$ cat src/rtl/fxadd_pkg.sv
// Package: operation codes shared by the add/subtract stage and its checker.
// Assumes: the decoder maps each instruction onto one of these 4-bit codes.
package fxadd_pkg;
    typedef enum logic [3:0] {
        FX_ADDI     = 4'd0,
        FX_ADDIS    = 4'd1,
        FX_ADDIC    = 4'd2,
        FX_ADDIC_R  = 4'd3,
        FX_SUBFIC   = 4'd4,
        FX_ADD      = 4'd5,
        FX_SUBF     = 4'd6,
        FX_ADDC     = 4'd7,
        FX_SUBFC    = 4'd8,
        FX_ADDE     = 4'd9,
        FX_SUBFE    = 4'd10,
        FX_ADDZE    = 4'd11,
        FX_SUBFZE   = 4'd12,
        FX_ADDME    = 4'd13,
        FX_SUBFME   = 4'd14,
        FX_NONE     = 4'd15
    } fx_op_e;
endpackage

$ cat src/rtl/fxadd_opsel.sv
// Module: fxadd_opsel
// Picks the two summands and the carry-in for each operation code, and
// reports which status updates the code may perform.
// Assumes: WIDTH > IMM_W. Code 15 yields a zero sum and requests nothing.
module fxadd_opsel
    import fxadd_pkg::*;
#(
    parameter int WIDTH = 32,
    parameter int IMM_W = 16
) (
    input  fx_op_e             op,
    input  logic [WIDTH-1:0]   ra,
    input  logic               ra_zero,
    input  logic [WIDTH-1:0]   rb,
    input  logic [IMM_W-1:0]   imm,
    input  logic               ca_in,
    output logic [WIDTH-1:0]   src1,
    output logic [WIDTH-1:0]   src2,
    output logic               cin,
    output logic               ca_en,
    output logic               reg_form,
    output logic               rec_force
);
    localparam int EXT_W = WIDTH - IMM_W;

    logic [WIDTH-1:0] simm;
    logic [WIDTH-1:0] simm_hi;
    logic [WIDTH-1:0] ra_or0;

    // Sign-extended, shifted and zero-substituted operand candidates.
    always_comb begin
        simm    = {{EXT_W{imm[IMM_W-1]}}, imm};
        simm_hi = simm << IMM_W;
        ra_or0  = ra_zero ? '0 : ra;
    end

    // Operand, carry-in and permission selection per code.
    always_comb begin
        src1      = '0;
        src2      = '0;
        cin       = 1'b0;
        ca_en     = 1'b0;
        reg_form  = 1'b0;
        rec_force = 1'b0;
        unique case (op)
            FX_ADDI:    begin src1 = ra_or0; src2 = simm; end
            FX_ADDIS:   begin src1 = ra_or0; src2 = simm_hi; end
            FX_ADDIC:   begin src1 = ra; src2 = simm; ca_en = 1'b1; end
            FX_ADDIC_R: begin src1 = ra; src2 = simm; ca_en = 1'b1; rec_force = 1'b1; end
            FX_SUBFIC:  begin src1 = ~ra; src2 = simm; cin = 1'b1; ca_en = 1'b1; end
            FX_ADD:     begin src1 = ra; src2 = rb; reg_form = 1'b1; end
            FX_SUBF:    begin src1 = ~ra; src2 = rb; cin = 1'b1; reg_form = 1'b1; end
            FX_ADDC:    begin src1 = ra; src2 = rb; ca_en = 1'b1; reg_form = 1'b1; end
            FX_SUBFC:   begin src1 = ~ra; src2 = rb; cin = 1'b1; ca_en = 1'b1; reg_form = 1'b1; end
            FX_ADDE:    begin src1 = ra; src2 = rb; cin = ca_in; ca_en = 1'b1; reg_form = 1'b1; end
            FX_SUBFE:   begin src1 = ~ra; src2 = rb; cin = ca_in; ca_en = 1'b1; reg_form = 1'b1; end
            FX_ADDZE:   begin src1 = ra; cin = ca_in; ca_en = 1'b1; reg_form = 1'b1; end
            FX_SUBFZE:  begin src1 = ~ra; cin = ca_in; ca_en = 1'b1; reg_form = 1'b1; end
            FX_ADDME:   begin src1 = ra; src2 = '1; cin = ca_in; ca_en = 1'b1; reg_form = 1'b1; end
            FX_SUBFME:  begin src1 = ~ra; src2 = '1; cin = ca_in; ca_en = 1'b1; reg_form = 1'b1; end
            default:    begin src1 = '0; end
        endcase
    end
endmodule

$ cat src/rtl/fxadd_sum.sv
// Module: fxadd_sum
// One adder shared by all codes: sum, carry out of the top bit and
// two's-complement overflow of src1 + src2 + cin.
// Assumes: purely combinational, registered by the parent.
module fxadd_sum #(
    parameter int WIDTH = 32
) (
    input  logic [WIDTH-1:0] src1,
    input  logic [WIDTH-1:0] src2,
    input  logic             cin,
    output logic [WIDTH-1:0] sum,
    output logic             cout,
    output logic             ovf
);
    localparam int MSB = WIDTH - 1;

    // Wide add that exposes the carry out.
    always_comb begin
        {cout, sum} = {1'b0, src1} + {1'b0, src2} + {{WIDTH{1'b0}}, cin};
        ovf = (src1[MSB] == src2[MSB]) && (sum[MSB] != src1[MSB]);
    end
endmodule

$ cat src/rtl/fxadd_cond.sv
// Module: fxadd_cond
// Builds the 4-bit condition field {negative, positive, zero, summary}.
// Assumes: the sum is read as a signed value.
module fxadd_cond #(
    parameter int WIDTH = 32
) (
    input  logic [WIDTH-1:0] sum,
    input  logic             so,
    output logic [3:0]       field
);
    logic is_zero;
    logic is_neg;

    // Sign and zero tests, then field packing.
    always_comb begin
        is_zero = (sum == '0);
        is_neg  = sum[WIDTH-1];
        field   = {is_neg, !is_neg && !is_zero, is_zero, so};
    end
endmodule

$ cat src/rtl/fxadd_unit.sv
// Module: fxadd_unit (top)
// Single-cycle registered add/subtract stage. Selects operands, adds,
// decides which status targets are written, and registers everything.
// Assumes: synchronous active-low reset; status writes happen only for an
// accepted operation; the caller owns the status register itself.
module fxadd_unit
    import fxadd_pkg::*;
#(
    parameter int WIDTH = 32,
    parameter int IMM_W = 16
) (
    input  logic             clk,
    input  logic             rst_n,
    input  logic             in_valid,
    input  logic [3:0]       in_op,
    input  logic [WIDTH-1:0] ra_val,
    input  logic             ra_is_zero,
    input  logic [WIDTH-1:0] rb_val,
    input  logic [IMM_W-1:0] imm_val,
    input  logic             ca_in,
    input  logic             so_in,
    input  logic             oe_bit,
    input  logic             rc_bit,
    output logic             out_valid,
    output logic [WIDTH-1:0] result,
    output logic             ca_we,
    output logic             ca_out,
    output logic             ov_we,
    output logic             ov_out,
    output logic             so_out,
    output logic             cr_we,
    output logic [3:0]       cr_field
);
    logic [WIDTH-1:0] s1, s2, sum;
    logic             cin, ca_en, reg_form, rec_force, cout, ovf;
    logic             ov_en, cr_en, so_next;
    logic [3:0]       field;

    fxadd_opsel #(.WIDTH(WIDTH), .IMM_W(IMM_W)) u_opsel (
        .op(fx_op_e'(in_op)), .ra(ra_val), .ra_zero(ra_is_zero), .rb(rb_val),
        .imm(imm_val), .ca_in(ca_in), .src1(s1), .src2(s2), .cin(cin),
        .ca_en(ca_en), .reg_form(reg_form), .rec_force(rec_force)
    );

    fxadd_sum #(.WIDTH(WIDTH)) u_sum (
        .src1(s1), .src2(s2), .cin(cin), .sum(sum), .cout(cout), .ovf(ovf)
    );

    // Recording decisions gated by the form and the OE / Rc bits.
    always_comb begin
        ov_en   = reg_form && oe_bit;
        cr_en   = (reg_form && rc_bit) || rec_force;
        so_next = so_in || (ov_en && ovf);
    end

    fxadd_cond #(.WIDTH(WIDTH)) u_cond (
        .sum(sum), .so(so_next), .field(field)
    );

    // Output register: captures a result only on an accepted cycle.
    always_ff @(posedge clk) begin
        if (!rst_n) begin
            out_valid <= 1'b0;
            result    <= '0;
            ca_we     <= 1'b0;
            ca_out    <= 1'b0;
            ov_we     <= 1'b0;
            ov_out    <= 1'b0;
            so_out    <= 1'b0;
            cr_we     <= 1'b0;
            cr_field  <= '0;
        end else begin
            out_valid <= in_valid;
            ca_we     <= in_valid && ca_en;
            ov_we     <= in_valid && ov_en;
            cr_we     <= in_valid && cr_en;
            if (in_valid) begin
                result   <= sum;
                ca_out   <= cout;
                ov_out   <= ov_en && ovf;
                so_out   <= so_next;
                cr_field <= field;
            end
        end
    end
endmodule

$ cat config.mk
export PLATFORM = sky130hd
export DESIGN_NAME = fxadd_unit
export DESIGN_NICKNAME = d
export VERILOG_FILES = /design/src/rtl/fxadd_pkg.sv /design/src/rtl/fxadd_opsel.sv /design/src/rtl/fxadd_sum.sv /design/src/rtl/fxadd_cond.sv /design/src/rtl/fxadd_unit.sv
export SDC_FILE = /design/constraint.sdc
export NUM_CORES = 1
export LEC_CHECK = 0
export BUFFER_PORTS_ARGS = -buffer_cell sky130_fd_sc_hd__buf_2
export CAP_MARGIN = 20
export CORE_MARGIN = 2
export CORE_UTILIZATION = 54
export DETAILED_ROUTE_END_ITERATION = 8
export PLACE_DENSITY_LB_ADDON = 0.1
export RECOVER_POWER = 50
export SYNTH_ARGS = -nofsm -noshare
export SYNTH_HDL_FRONTEND = slang
export SYNTH_SLANG_ARGS = --single-unit
$ cat constraint.sdc
create_clock -name clk -period 6.3 [get_ports clk]
set_input_delay 0.315 -clock clk [delete_from_list [all_inputs] [get_ports clk]]
set_output_delay 0.315 -clock clk [all_outputs]
set_load 0.1 [all_outputs]
==> impl_metrics.toml <==
[outcome]
status = "finished, final reports clean"

[cells_and_area]
antenna_cells = 0
final_layout_size_suffix_gt1_frac = 0.145
area_growth_pct = 13.7
final_cells = 913
fin_nets = 930
nFillCells = 859

[synthesis]
synth_area_leaders = "dfxtp_1 (17%), o21ai_0 (8.3%), ha_1 (8.0%)"
synth_area_um2 = 4880
synth_seq_area_share = 0.168
yosys.area.top_type = "dfxtp_1"
ys_warn_count = 0
synth.avg_cell_area_um2 = 6.83
synth_edf_count = 0
synth-main-ff-cell = "dfxtp_1"
syn-num-nets = 839
ys_seq_elements = 41
yosysUniqueCellTypes = 65
synth_cells = 714
synth_top_area_frac = 0.168
async_flop_share = 0

[drt]
wl_per_cell_um = 17.4
finalWirelength_um = 15900
drc = 0
drtIter0Drc = 383
routed_via_density = 6.14
drtPass1Iterations = 6
ant_nets = 0
vias = 5607

[grt]
antenna_found_initial = 0
grt.overflow.total = 0
grt_max_degree = 50
grt_usage = 0.318
first_global_vias = 5184
grt_pass1_wl_um = 25600

[timing]
timing.fmax_mhz = 191
final_max_slew_viol_count = 0
slew_headroom = 0.213
finalCriticalPeriod_ps = 5240
grt_setup_unrepaired = "false"
setup_viol = 0
tns_ps = 0
finalHoldViolations = 0
fin_crit_sh = 0.831
tightest_slew_ps = 1190
finClkSkew_ps = 0

[floorplanning]
io-pin-count = 135
die_w_um = 99.0
die_area_um2 = 9810
start_util = 0.559
fp.dieH_um = 99.0
rows = 34
core_area_um2 = 8720

[placement]
dpl.hpwl_um = 12800
portBuffers = 134
place_congestion = 0.940
dpl.cell_count = 905

[worst_setup_path]
cp_max_fo = 49
path_class = "primary input to flop"
cp_top_family = "compound AO/OA/AOI/OAI gates"
cp_slowest_stage_delay_ps = 570
crit_buf_inv = 2
crit_path_cell_trace = "buf_2 > nand2_1 > o22ai_1 > nor2_1 > o21ai_0 > fa_1 > inv_1 > fa_1 > a211oi_1 > o31ai_1 > a31oi_1 > o211ai_1 > a21o_1 > nor3b_1 > a31oi_1 > xnor2_1 > or4_4 > a32o_2"
arrival_ps = 5420
critical_path_required_ps = 6490
setup.worst_path.end_class = "flop"
slowest_stage = "buf_2"
crit_path_start_kind = "primary input"

[pwr]
p_int_mw = 0.707
clkPwrFrac = 0.129
p_per_area_nw_per_um2 = 287
combPwrFrac = 0.669
p_switching_mw = 0.884
p_sw_frac = 0.556
pwr-share-seq = 0.202
leakage_nw = 2.42
ir_drop_v = 0.000131

[job]
drv_cap = 0

[clock_network]
cts_root_buf = "clkbuf_8"
cts.sinks = 41
cts_resized = 0
cts_hold_buffers = 0
cts_tree = "done"
post_cts_buffers = 0
clkLatencyLatePin_ps = 290
numCtsBuffers = 5
h-tree-depth = 2
clk_path_buf_depth = 2
clk_pin_slew_worst_paths_ps = 80

[min_path]
hold_path.class = "primary input to flop"
## sequential cells by signal, summed over array words and instances (netlist names)
name / count
out_valid: 1
cr_field: 3
ca_we: 1
ov_out: 1
cr_we: 1
ov_we: 1
ca_out: 1
result: 32
## layout by cell type (no fill, tap or decap), types with 7 or more instances in the layout
cell and instances:
nand3_1 9, ha_1 31, a211oi_1 8, a22oi_1 17, xor2_1 14, inv_1 11, nor3_1 11, nand2_1 103
mux2i_1 21, clkbuf_1 42, xnor2_1 16, o21ai_1 11, a221oi_1 14, nor2_1 66, buf_2 92, dfxtp_1 41
o21ai_0 81, o211ai_1 9, a21oi_1 54, o21a_1 8, nor2b_1 29, o22ai_1 17, nand4_1 7
## layer usage
| layer | global-route usage | vias to the layer above | part of all wire |
|---|---|---|---|
| li1 | - | 2777 | - |
| met2 | 0.509 | 276 | 0.43 |
| met4 | 0.113 | 0 | 0.032 |
| met5 | 0 | - | 0 |
| met1 | 0.441 | 2520 | 0.45 |
| met3 | 0.0390 | 34 | 0.081 |
## logic make-up after synthesis
group           Yosys count  share of synthesized area
fa+ha+maj                33                     0.0877
mux                      22                     0.0454
compound gates          267                      0.345
xor+xnor                 30                     0.0539
flops                    41                      0.168
buf+inv                  67                     0.0593
simple gates            254                      0.241
## cells in the mapped netlist, types with 3 or more instances
cell type,n
or2_2,3
nand4_1,7
a21oi_1,54
inv_1,11
o21ai_1,11
a21boi_1,3
a211oi_1,9
buf_2,5
nand3_1,9
buf_1,11
o211a_1,6
o211ai_1,9
a22oi_1,17
dfxtp_1,41
xor2_1,14
o21ai_0,81
nand2b_1,4
nor3b_1,3
nor2_1,66
or3_1,3
nor2b_1,29
ha_1,31
a31oi_1,6
a311oi_1,4
clkbuf_1,36
a21o_1,6
xnor2_1,16
o21a_1,8
nor3_1,11
nand2_1,103
o21bai_1,6
a221oi_1,14
o22ai_1,17
mux2i_1,21
## power by group through the flow
stage,registers (mW),clock network (mW),logic (mW)
5_1_grt,0.326,0.216,1.14
3_3_place_gp,0.324,0,1.04
3_5_place_dp,0.326,0,1.05
6_report,0.322,0.206,1.06
4_1_cts,0.320,0.206,1.06
2_1_floorplan,0.616,0,0.545
## final timing paths
| check | cells after the start | from | end | slack [ps] |
|---|---|---|---|---|
| setup / recovery | 18 | in_op[2] | cr_field[2]$_SDFFE_PN0P_ | 1060 |
| hold / removal | 3 | rc_bit | cr_we$_SDFF_PN0_ | 300 |
| setup reg to reg | 2 | result[25]$_SDFFE_PN0P_ | result[25]$_SDFFE_PN0P_ | 5480 |
| hold reg to reg | 2 | ov_out$_SDFFE_PN0P_ | ov_out$_SDFFE_PN0P_ | 460 |
## final cells by class
type / instances / area [µm²] / area share
Clock buffer: 5 / 68.8 / 0.0124
Clock inverter: 2 / 35.0 / 0.00632
Inverter: 11 / 41.3 / 0.00745
Multi-Input combinational cell: 606 / 3780 / 0.682
Sequential cell: 41 / 821 / 0.148
Tap cell: 108 / 135 / 0.0244
Timing Repair Buffer: 140 / 663 / 0.120
## per-stage QoR
step	power (mW)	worst slack [ps]	hold WS [ps]	utilization	cell area, µm²
after floorplan	1.16	1620	453	-	4880
after global routing	1.68	702	349	0.636	5540
final	1.59	1060	301	0.636	5540
after global placement	1.37	781	441	0.629	5490
after CTS	1.59	1120	304	0.641	5590
after detailed placement	1.38	841	451	0.629	5490
## worst register-to-register path, cell delays in order (launching register included)
cell and delay [ps]:
dfxtp_1 310, or2_2 280, o211a_1 130
No activity file was read; power rests on OpenSTA's default activity.
